## src/rtl/rbr_pkg.sv

```systemverilog
package rbr_pkg;

    parameter int ADDR_W = 32;
    parameter int DATA_W = 32;
    parameter int SEL_W  = DATA_W / 8;
    parameter int TAG_W  = 8;

    localparam logic [TAG_W-1:0] TAG_RAM = '0;
    localparam logic [TAG_W-1:0] TAG_PER = '1;

    typedef enum logic [1:0] {
        RGN_RAM = 2'd0,
        RGN_EXT = 2'd1,
        RGN_PER = 2'd2
    } region_e;

    // direction, lanes and write data of one transfer
    typedef struct packed {
        logic              we;
        logic [SEL_W-1:0]  sel;
        logic [DATA_W-1:0] wdata;
    } payload_t;

    function automatic region_e region_of(input logic [TAG_W-1:0] tag);
        if (tag == TAG_RAM)      return RGN_RAM;
        else if (tag == TAG_PER) return RGN_PER;
        else                     return RGN_EXT;
    endfunction

endpackage

```

## src/rtl/rbr_region_decode.sv

```systemverilog
module rbr_region_decode
    import rbr_pkg::*;
(
    input  logic [TAG_W-1:0] tag,
    output region_e          region,
    output logic [2:0]       hit
);
    always_comb begin
        region = region_of(tag);
        hit    = 3'b000;
        hit[region] = 1'b1;
    end
endmodule

```

## src/rtl/rbr_wb_port.sv

```systemverilog
module rbr_wb_port
    import rbr_pkg::*;
#(
    parameter int AW       = 32,
    parameter bit ZERO_LSB = 1'b0
) (
    input  logic              clk,
    input  logic              rst,
    input  logic              start,
    input  logic [AW-1:0]     req_addr,
    input  payload_t          req_pay,
    output logic              cyc,
    output logic              stb,
    output logic              we,
    output logic [AW-1:0]     adr,
    output logic [SEL_W-1:0]  sel,
    output logic [DATA_W-1:0] dat_o,
    input  logic [DATA_W-1:0] dat_i,
    input  logic              ack,
    output logic              done,
    output logic [DATA_W-1:0] rdata
);
    localparam logic [AW-1:0] LSB_MASK = ZERO_LSB ? ~AW'(3) : '1;

    logic              cyc_q;
    logic [AW-1:0]     adr_q;
    payload_t          pay_q;
    logic              done_q;
    logic [DATA_W-1:0] rdata_q;

    always_ff @(posedge clk) begin
        if (rst) begin
            cyc_q   <= 1'b0;
            adr_q   <= '0;
            pay_q   <= '0;
            done_q  <= 1'b0;
            rdata_q <= '0;
        end else begin
            done_q <= 1'b0;
            if (start) begin
                cyc_q <= 1'b1;
                adr_q <= req_addr & LSB_MASK;
                pay_q <= req_pay;
            end else if (cyc_q && ack) begin
                cyc_q   <= 1'b0;
                done_q  <= 1'b1;
                rdata_q <= pay_q.we ? '0 : dat_i;
            end
        end
    end

    assign cyc   = cyc_q;
    assign stb   = cyc_q;
    assign we    = pay_q.we;
    assign adr   = adr_q;
    assign sel   = pay_q.sel;
    assign dat_o = pay_q.wdata;
    assign done  = done_q;
    assign rdata = rdata_q;
endmodule

```

## src/rtl/rbr_ram_port.sv

```systemverilog
module rbr_ram_port
    import rbr_pkg::*;
#(
    parameter int RAM_AW = 14
) (
    input  logic              clk,
    input  logic              rst,
    input  logic              start,
    input  logic [RAM_AW-1:0] req_word,
    input  payload_t          req_pay,
    output logic              ram_en,
    output logic              ram_we,
    output logic [RAM_AW-1:0] ram_addr,
    output logic [SEL_W-1:0]  ram_sel,
    output logic [DATA_W-1:0] ram_wdata,
    input  logic [DATA_W-1:0] ram_rdata,
    output logic              done,
    output logic [DATA_W-1:0] rdata
);
    typedef enum logic [1:0] {
        RP_IDLE   = 2'd0,
        RP_ISSUE  = 2'd1,
        RP_SAMPLE = 2'd2
    } rp_state_e;

    rp_state_e         st_q;
    logic [RAM_AW-1:0] word_q;
    payload_t          pay_q;
    logic              done_q;
    logic [DATA_W-1:0] rdata_q;

    always_ff @(posedge clk) begin
        if (rst) begin
            st_q    <= RP_IDLE;
            word_q  <= '0;
            pay_q   <= '0;
            done_q  <= 1'b0;
            rdata_q <= '0;
        end else begin
            done_q <= 1'b0;
            unique case (st_q)
                RP_IDLE: begin
                    if (start) begin
                        st_q   <= RP_ISSUE;
                        word_q <= req_word;
                        pay_q  <= req_pay;
                    end
                end
                RP_ISSUE:  st_q <= RP_SAMPLE;
                RP_SAMPLE: begin
                    st_q    <= RP_IDLE;
                    done_q  <= 1'b1;
                    rdata_q <= pay_q.we ? '0 : ram_rdata;
                end
                default:   st_q <= RP_IDLE;
            endcase
        end
    end

    assign ram_en    = (st_q == RP_ISSUE);
    assign ram_we    = pay_q.we;
    assign ram_addr  = word_q;
    assign ram_sel   = pay_q.sel;
    assign ram_wdata = pay_q.wdata;
    assign done      = done_q;
    assign rdata     = rdata_q;
endmodule

```

## src/rtl/region_bus_router.sv

```systemverilog
module region_bus_router
    import rbr_pkg::*;
#(
    parameter int RAM_AW = 14,
    parameter int PER_AW = 24
) (
    input  logic              clk,
    input  logic              rst,
    input  logic              req_valid,
    output logic              req_ready,
    input  logic              req_we,
    input  logic [ADDR_W-1:0] req_addr,
    input  logic [SEL_W-1:0]  req_sel,
    input  logic [DATA_W-1:0] req_wdata,
    output logic              rsp_done,
    output logic [DATA_W-1:0] rsp_rdata,
    output logic              ram_en,
    output logic              ram_we,
    output logic [RAM_AW-1:0] ram_addr,
    output logic [SEL_W-1:0]  ram_sel,
    output logic [DATA_W-1:0] ram_wdata,
    input  logic [DATA_W-1:0] ram_rdata,
    output logic              xm_clk,
    output logic              xm_rst,
    output logic              xm_cyc,
    output logic              xm_stb,
    output logic              xm_we,
    output logic [ADDR_W-1:0] xm_adr,
    output logic [SEL_W-1:0]  xm_sel,
    output logic [DATA_W-1:0] xm_dat_o,
    input  logic [DATA_W-1:0] xm_dat_i,
    input  logic              xm_ack,
    output logic              pm_clk,
    output logic              pm_rst,
    output logic              pm_cyc,
    output logic              pm_stb,
    output logic              pm_we,
    output logic [PER_AW-1:0] pm_adr,
    output logic [SEL_W-1:0]  pm_sel,
    output logic [DATA_W-1:0] pm_dat_o,
    input  logic [DATA_W-1:0] pm_dat_i,
    input  logic              pm_ack
);
    localparam int RAM_LO = 2;
    localparam int RAM_HI = RAM_AW + 1;

    logic              busy_q;
    region_e           rgn_q;
    region_e           rgn_now;
    logic [2:0]        hit;
    logic              accept;
    logic [2:0]        start;
    payload_t          pay;
    logic              ram_done, xm_done, pm_done;
    logic [DATA_W-1:0] ram_rd, xm_rd, pm_rd;
    logic              done_any;

    assign pay    = '{we: req_we, sel: req_sel, wdata: req_wdata};
    assign accept = req_valid && !busy_q;

    rbr_region_decode u_dec (
        .tag    (req_addr[ADDR_W-1 -: TAG_W]),
        .region (rgn_now),
        .hit    (hit)
    );

    assign start = accept ? hit : 3'b000;

    rbr_ram_port #(.RAM_AW(RAM_AW)) u_ram (
        .clk       (clk),
        .rst       (rst),
        .start     (start[RGN_RAM]),
        .req_word  (req_addr[RAM_HI:RAM_LO]),
        .req_pay   (pay),
        .ram_en    (ram_en),
        .ram_we    (ram_we),
        .ram_addr  (ram_addr),
        .ram_sel   (ram_sel),
        .ram_wdata (ram_wdata),
        .ram_rdata (ram_rdata),
        .done      (ram_done),
        .rdata     (ram_rd)
    );

    rbr_wb_port #(.AW(ADDR_W), .ZERO_LSB(1'b1)) u_xm (
        .clk      (clk),
        .rst      (rst),
        .start    (start[RGN_EXT]),
        .req_addr (req_addr),
        .req_pay  (pay),
        .cyc      (xm_cyc),
        .stb      (xm_stb),
        .we       (xm_we),
        .adr      (xm_adr),
        .sel      (xm_sel),
        .dat_o    (xm_dat_o),
        .dat_i    (xm_dat_i),
        .ack      (xm_ack),
        .done     (xm_done),
        .rdata    (xm_rd)
    );

    rbr_wb_port #(.AW(PER_AW), .ZERO_LSB(1'b0)) u_pm (
        .clk      (clk),
        .rst      (rst),
        .start    (start[RGN_PER]),
        .req_addr (req_addr[PER_AW-1:0]),
        .req_pay  (pay),
        .cyc      (pm_cyc),
        .stb      (pm_stb),
        .we       (pm_we),
        .adr      (pm_adr),
        .sel      (pm_sel),
        .dat_o    (pm_dat_o),
        .dat_i    (pm_dat_i),
        .ack      (pm_ack),
        .done     (pm_done),
        .rdata    (pm_rd)
    );

    always_comb begin
        unique case (rgn_q)
            RGN_RAM: begin done_any = ram_done; rsp_rdata = ram_rd; end
            RGN_PER: begin done_any = pm_done;  rsp_rdata = pm_rd;  end
            default: begin done_any = xm_done;  rsp_rdata = xm_rd;  end
        endcase
    end

    always_ff @(posedge clk) begin
        if (rst) begin
            busy_q <= 1'b0;
            rgn_q  <= RGN_RAM;
        end else if (accept) begin
            busy_q <= 1'b1;
            rgn_q  <= rgn_now;
        end else if (done_any) begin
            busy_q <= 1'b0;
        end
    end

    assign req_ready = !busy_q;
    assign rsp_done  = done_any;

    assign xm_clk = clk;
    assign pm_clk = clk;
    assign xm_rst = rst;
    assign pm_rst = rst;
endmodule

```

## config.mk

```make
export PLATFORM = sky130hd
export DESIGN_NAME = region_bus_router
export DESIGN_NICKNAME = d
export VERILOG_FILES = /design/src/rtl/rbr_pkg.sv /design/src/rtl/rbr_region_decode.sv /design/src/rtl/rbr_wb_port.sv /design/src/rtl/rbr_ram_port.sv /design/src/rtl/region_bus_router.sv
export SDC_FILE = /design/constraint.sdc
export NUM_CORES = 1
export LEC_CHECK = 0
export BUFFER_PORTS_ARGS = -buffer_cell sky130_fd_sc_hd__buf_2
export CORE_AREA = 2 2 154 156
export CTS_CLUSTER_DIAMETER = 80
export DETAILED_ROUTE_END_ITERATION = 16
export DIE_AREA = 0 0 156 158
export PLACE_DENSITY = 0.81
export SLEW_MARGIN = 20
export SYNTH_ARGS = -nofsm -noshare
export SYNTH_HDL_FRONTEND = slang
export SYNTH_HIERARCHICAL = 1
export SYNTH_SLANG_ARGS = --single-unit
```

## constraint.sdc

```tcl
create_clock -name clk -period 5.7 [get_ports clk]
set_clock_uncertainty 0.15 [all_clocks]
set_input_delay 0 -clock clk [delete_from_list [all_inputs] [get_ports clk]]
set_output_delay 0 -clock clk [all_outputs]
set_load 0.03 [all_outputs]
```

Word-level counts from Yosys, hierarchy flattened
Cells that the tools add are included.
Widths: inputs -> output; s select.
{"block": "totals", "out_inout_bits": 224, "input_bits": 170, "ff_bits": 285, "elab_cells": 69}
{"block": "op_classes", "n_lt_le_gt_ge": 2, "mux": 21, "reduce_logical": 16, "bitwise": 2, "eq_ne": 5}
{"op": "$mux 32", "n": 3}
{"op": "$pmux 32 s2", "n": 1}
{"op": "$mux 1", "n": 10}
{"op": "$eq 8x8->1 const B", "n": 1}
{"op": "$logic_not 8->1", "n": 1}
{"op": "$mux 2", "n": 3}
{"op": "$reduce_and 2->1", "n": 3}
{"op": "$reduce_bool 2->1", "n": 3}
{"op": "$eq 2x2->1 const B", "n": 2}
{"op": "$logic_and 1x1->1", "n": 4}
{"op": "$logic_not 2->1", "n": 2}
{"op": "$pmux 2 s2", "n": 1}
{"op": "$reduce_or 2->1", "n": 2}
{"op": "$lt 2x3->1 const B", "n": 1}
{"op": "$mux 3", "n": 1}
{"op": "$demux 1 s2", "n": 1}
{"op": "$eq 2x1->1 const B", "n": 1}
{"op": "$ge 2x1->1 const B", "n": 1}
{"op": "$ne 2x2->1 const B", "n": 1}
{"op": "$not 1->1", "n": 2}
{"op": "$pmux 1 s2", "n": 1}
{"op": "$logic_not 1->1", "n": 1}

Longest topological paths before layout
{"block": "logic_depth", "depth_word": 10, "ltp_mapped": 9, "ltp_nobuf": 6}

Modules after synthesis
The synthesis kept the hierarchy.
{"mod": "rbr_wb_port (u_xm)", "area_each_um2": 3970.1, "instances": 1, "cells_per_inst": 369, "seq_area_each_um2": 2021.9}
{"mod": "rbr_wb_port (u_pm)", "area_each_um2": 3734.8, "instances": 1, "cells_per_inst": 347, "seq_area_each_um2": 1901.8}
{"mod": "rbr_ram_port", "area_each_um2": 3124.2, "instances": 1, "cells_per_inst": 375, "seq_area_each_um2": 1721.7}
{"mod": "region_bus_router", "area_each_um2": 897.1, "instances": 1, "cells_per_inst": 131, "seq_area_each_um2": 60.1}
{"mod": "rbr_region_decode", "area_each_um2": 60.1, "instances": 1, "cells_per_inst": 9, "seq_area_each_um2": 0.0}

==> flow_metrics.py <==
metrics = {
    "clock_network": {
        "cts_resized": 0,
        "cts_tree": "yes",
        "clk_pin_slew_ns": 0.07,
        "cts_setup_buffers": 0,
        "clk_latency_ns": 0.66,
        "ctsHoldBuffers": 219,
    },
    "setup_path": {
        "cp-start-kind": "primary input",
        "path_cells": "dlygate4sd3_1 > buf_2 > nand4_1 > dlygate4sd3_1 > nor2_1 > dlygate4sd3_1 > and2_4 > buf_4 > mux2i_1 > nor2_1 > dlygate4sd3_1",
        "critPathKind": "primary input to flop",
        "worstSetupEndpointType": "flop",
        "r2r_cells": 6,
        "critPathSlowestCell": "buf_4",
        "cp.arrival_ns": 4.16,
        "critPathTopFamily": "buffers and inverters",
        "crit_required_ns": 6.09,
        "rrSetupSlack_ns": 2.74,
        "path_buf_inv": 6,
        "r2r_end": "u_pm/adr[22]",
        "r2r-start": "busy_q",
        "cp_common_cell": "dlygate4sd3_1",
        "cpPeakStageDelay_ns": 0.75,
        "startpoint": "req_addr[24]",
        "path_max_fanout": 51,
    },
    "sta": {
        "hold_slack_ns": 0.0154,
        "fin_crit_sh": 0.661,
        "hold_viol_final": 0,
        "fmax_mhz": 265,
        "slew_viol_final": 0,
        "tns_ns": 0,
        "max_slew.worst_pin.slew_ns": 1.05,
        "setup_viol": 0,
        "grt_setup_unrepaired": "false",
        "slew_headroom": 0.298,
        "post-route-min-period_ns": 3.77,
    },
    "yosys": {
        "synth_cell_type_count": 34,
        "ys_ff_latch": 285,
        "synth_area_mm2": 0.0118,
        "ys_seq_area_frac": 0.484,
        "ys_warn_count": 6,
        "synth_area_per_cell_um2": 9.57,
        "syn_inst": 1231,
    },
    "finish": {
        "fin_nets": 1946,
        "final_util": 0.733,
        "area_growth_pct": 43.4,
        "drive_gt1_frac": 0.279,
        "final_cell_area_mm2": 0.0169,
    },
    "worst_hold_path": {
        "whs_path_depth": 4,
        "hold_end": "u_xm/adr[9]",
        "min-delay-start": "req_addr[9]",
        "hold_path.class": "primary input to flop",
    },
    "global_route": {
        "grt_antenna_before_repair": 4,
        "grt_usage": 0.322,
        "grt-ovfl-total": 0,
        "grt_start_max_net_pins": 194,
        "grt_first_pass_wirelength_um": 63000,
        "grt_pass1_vias": 12100,
    },
    "die": {
        "die_h_um": 158,
        "core_area_mm2": 0.0231,
        "initial_core_util": 0.511,
        "num_rows": 56,
        "die_w_um": 156,
        "num_io_pins": 394,
        "die-area_mm2": 0.0246,
    },
    "detailed_routing": {
        "ant_nets": 0,
        "vias": 11700,
        "drt_pass1_iterations": 8,
        "routedWlPerCell_um": 20.2,
        "drcViolationCount": 0,
        "vias_per_cell": 5.57,
        "wl_um": 42200,
        "first_iter_violations": 964,
    },
    "placement": {
        "io_buffers": 391,
        "place_area_mm2": 0.0135,
        "gp_congestion": 0.796,
        "place_hpwl_um": 21900,
    },
    "run": {
        "drv_cap": 0,
    },
    "power": {
        "peakVddDrop_mv": 0.325,
        "pwr_density_cell_mw_per_mm2": 286,
        "p_leak_nw": 7.12,
        "p_total_w": 0.00483,
    },
    "run_status": {
        "status": "completed",
    },
}
-- worst max-delay path by stage --
stage,endpoint,depth (start not counted)
floorplan,pm_clk,1
global placement,pm_clk,1
detailed placement,pm_clk,1
CTS,u_pm/adr[22],11
global route,u_pm/adr[22],11
finish,u_pm/adr[22],11
-- synth_stat cells --
library cell	number	area, um^2
a211oi_2	1	12.5
a21o_1	1	7.51
a21oi_1	86	430
and2_1	3	18.8
and3b_1	2	17.5
buf_1	3	11.3
buf_2	36	180
buf_4	19	143
buf_6	15	169
buf_8	3	45.0
clkbuf_1	32	120
clkbuf_2	2	10.0
conb_1	1	3.75
dfxtp_1	285	5710
inv_1	4	15.0
mux2i_1	226	2260
nand2_1	166	623
nand2b_1	67	419
nand3b_1	32	240
nand4_1	2	12.5
nor2_1	135	507
nor2_2	1	6.26
nor2b_1	4	25.0
nor2b_2	2	17.5
nor3b_1	1	7.51
nor3b_2	1	12.5
nor4b_1	1	8.76
o21a_1	1	7.51
o21ai_0	3	15.0
o21ai_1	29	145
or3b_1	36	315
or3b_2	29	254
or4_1	1	7.51
or4_4	1	11.3
-- flip-flops by register name, indices dropped and copies added, names as in the netlist, 14 cells and up --
name	flops
u_ram/ram_wdata	32
u_pm/adr	24
u_xm/rdata	32
u_ram/ram_addr	14
u_xm/dat_o	32
u_pm/rdata	32
u_pm/dat_o	32
u_xm/adr	30
u_ram/rdata	32
-- layout by cell type (no fill, tap or decap), types with 4 or more instances in the layout --
cell,instances
or3b_2,30
buf_2,390
clkbuf_16,35
buf_4,8
dfxtp_1,280
mux2i_1,226
dfxtp_2,5
a21oi_1,86
or3b_1,35
nand2_1,166
clkbuf_8,10
nand2b_1,66
nor2_1,135
diode_2,4
nand3b_1,32
inv_1,4
o21ai_1,29
dlygate4sd3_1,219
-- stage by stage --
step	setup WS, ns	instances
3_3_place_gp	2.55	1811
5_1_grt	1.79	2092
4_1_cts	2.07	2088
3_5_place_dp	2.55	1811
2_1_floorplan	2.56	1232
6_report	1.93	2092
-- kinds of logic after synthesis --
group / share of synthesized area
buffers and inverters: 0.0588
other: 0.000318
AOI/OAI and AO/OA: 0.0524
and+or+nand+nor: 0.212
DFF: 0.484
muxes: 0.192
-- metal layers --
| layer | GRT usage | share of wire |
|---|---|---|
| met2 | 0.564 | 0.49 |
| met5 | 0 | 0 |
| met4 | 0.188 | 0.053 |
| met3 | 0.0854 | 0.084 |
| met1 | 0.351 | 0.37 |
-- worst reg2reg max path, stage by stage (launching register included) --
cell           delay, ns
dfxtp_1             0.33
nor2b_2             0.30
and2_4              0.29
buf_4               0.76
mux2i_1             0.35
nor2_1              0.06
dlygate4sd3_1       0.60
-- report_power, final --
part	internal [W]	switching, W	total (W)	leakage [nW]
clock	0.00138	0.000882	0.00227	0.578
combinational	0.000238	0.000270	0.000507	4.23
sequential	0.00203	0.0000281	0.00206	2.31
total	0.00365	0.00118	0.00483	7.12
-- layout make-up --
class / count / area [um^2]
diodes: 4 / 10.0
clock buffers: 50 / 1030
clock inverters: 10 / 138
fillers: 1430 / 6150
inverters: 4 / 15.0
multi-input cells: 833 / 5420
flip-flops and latches: 285 / 5710
well taps: 290 / 363
repair buffers: 616 / 4210
(Power assumes the default switching activity.)
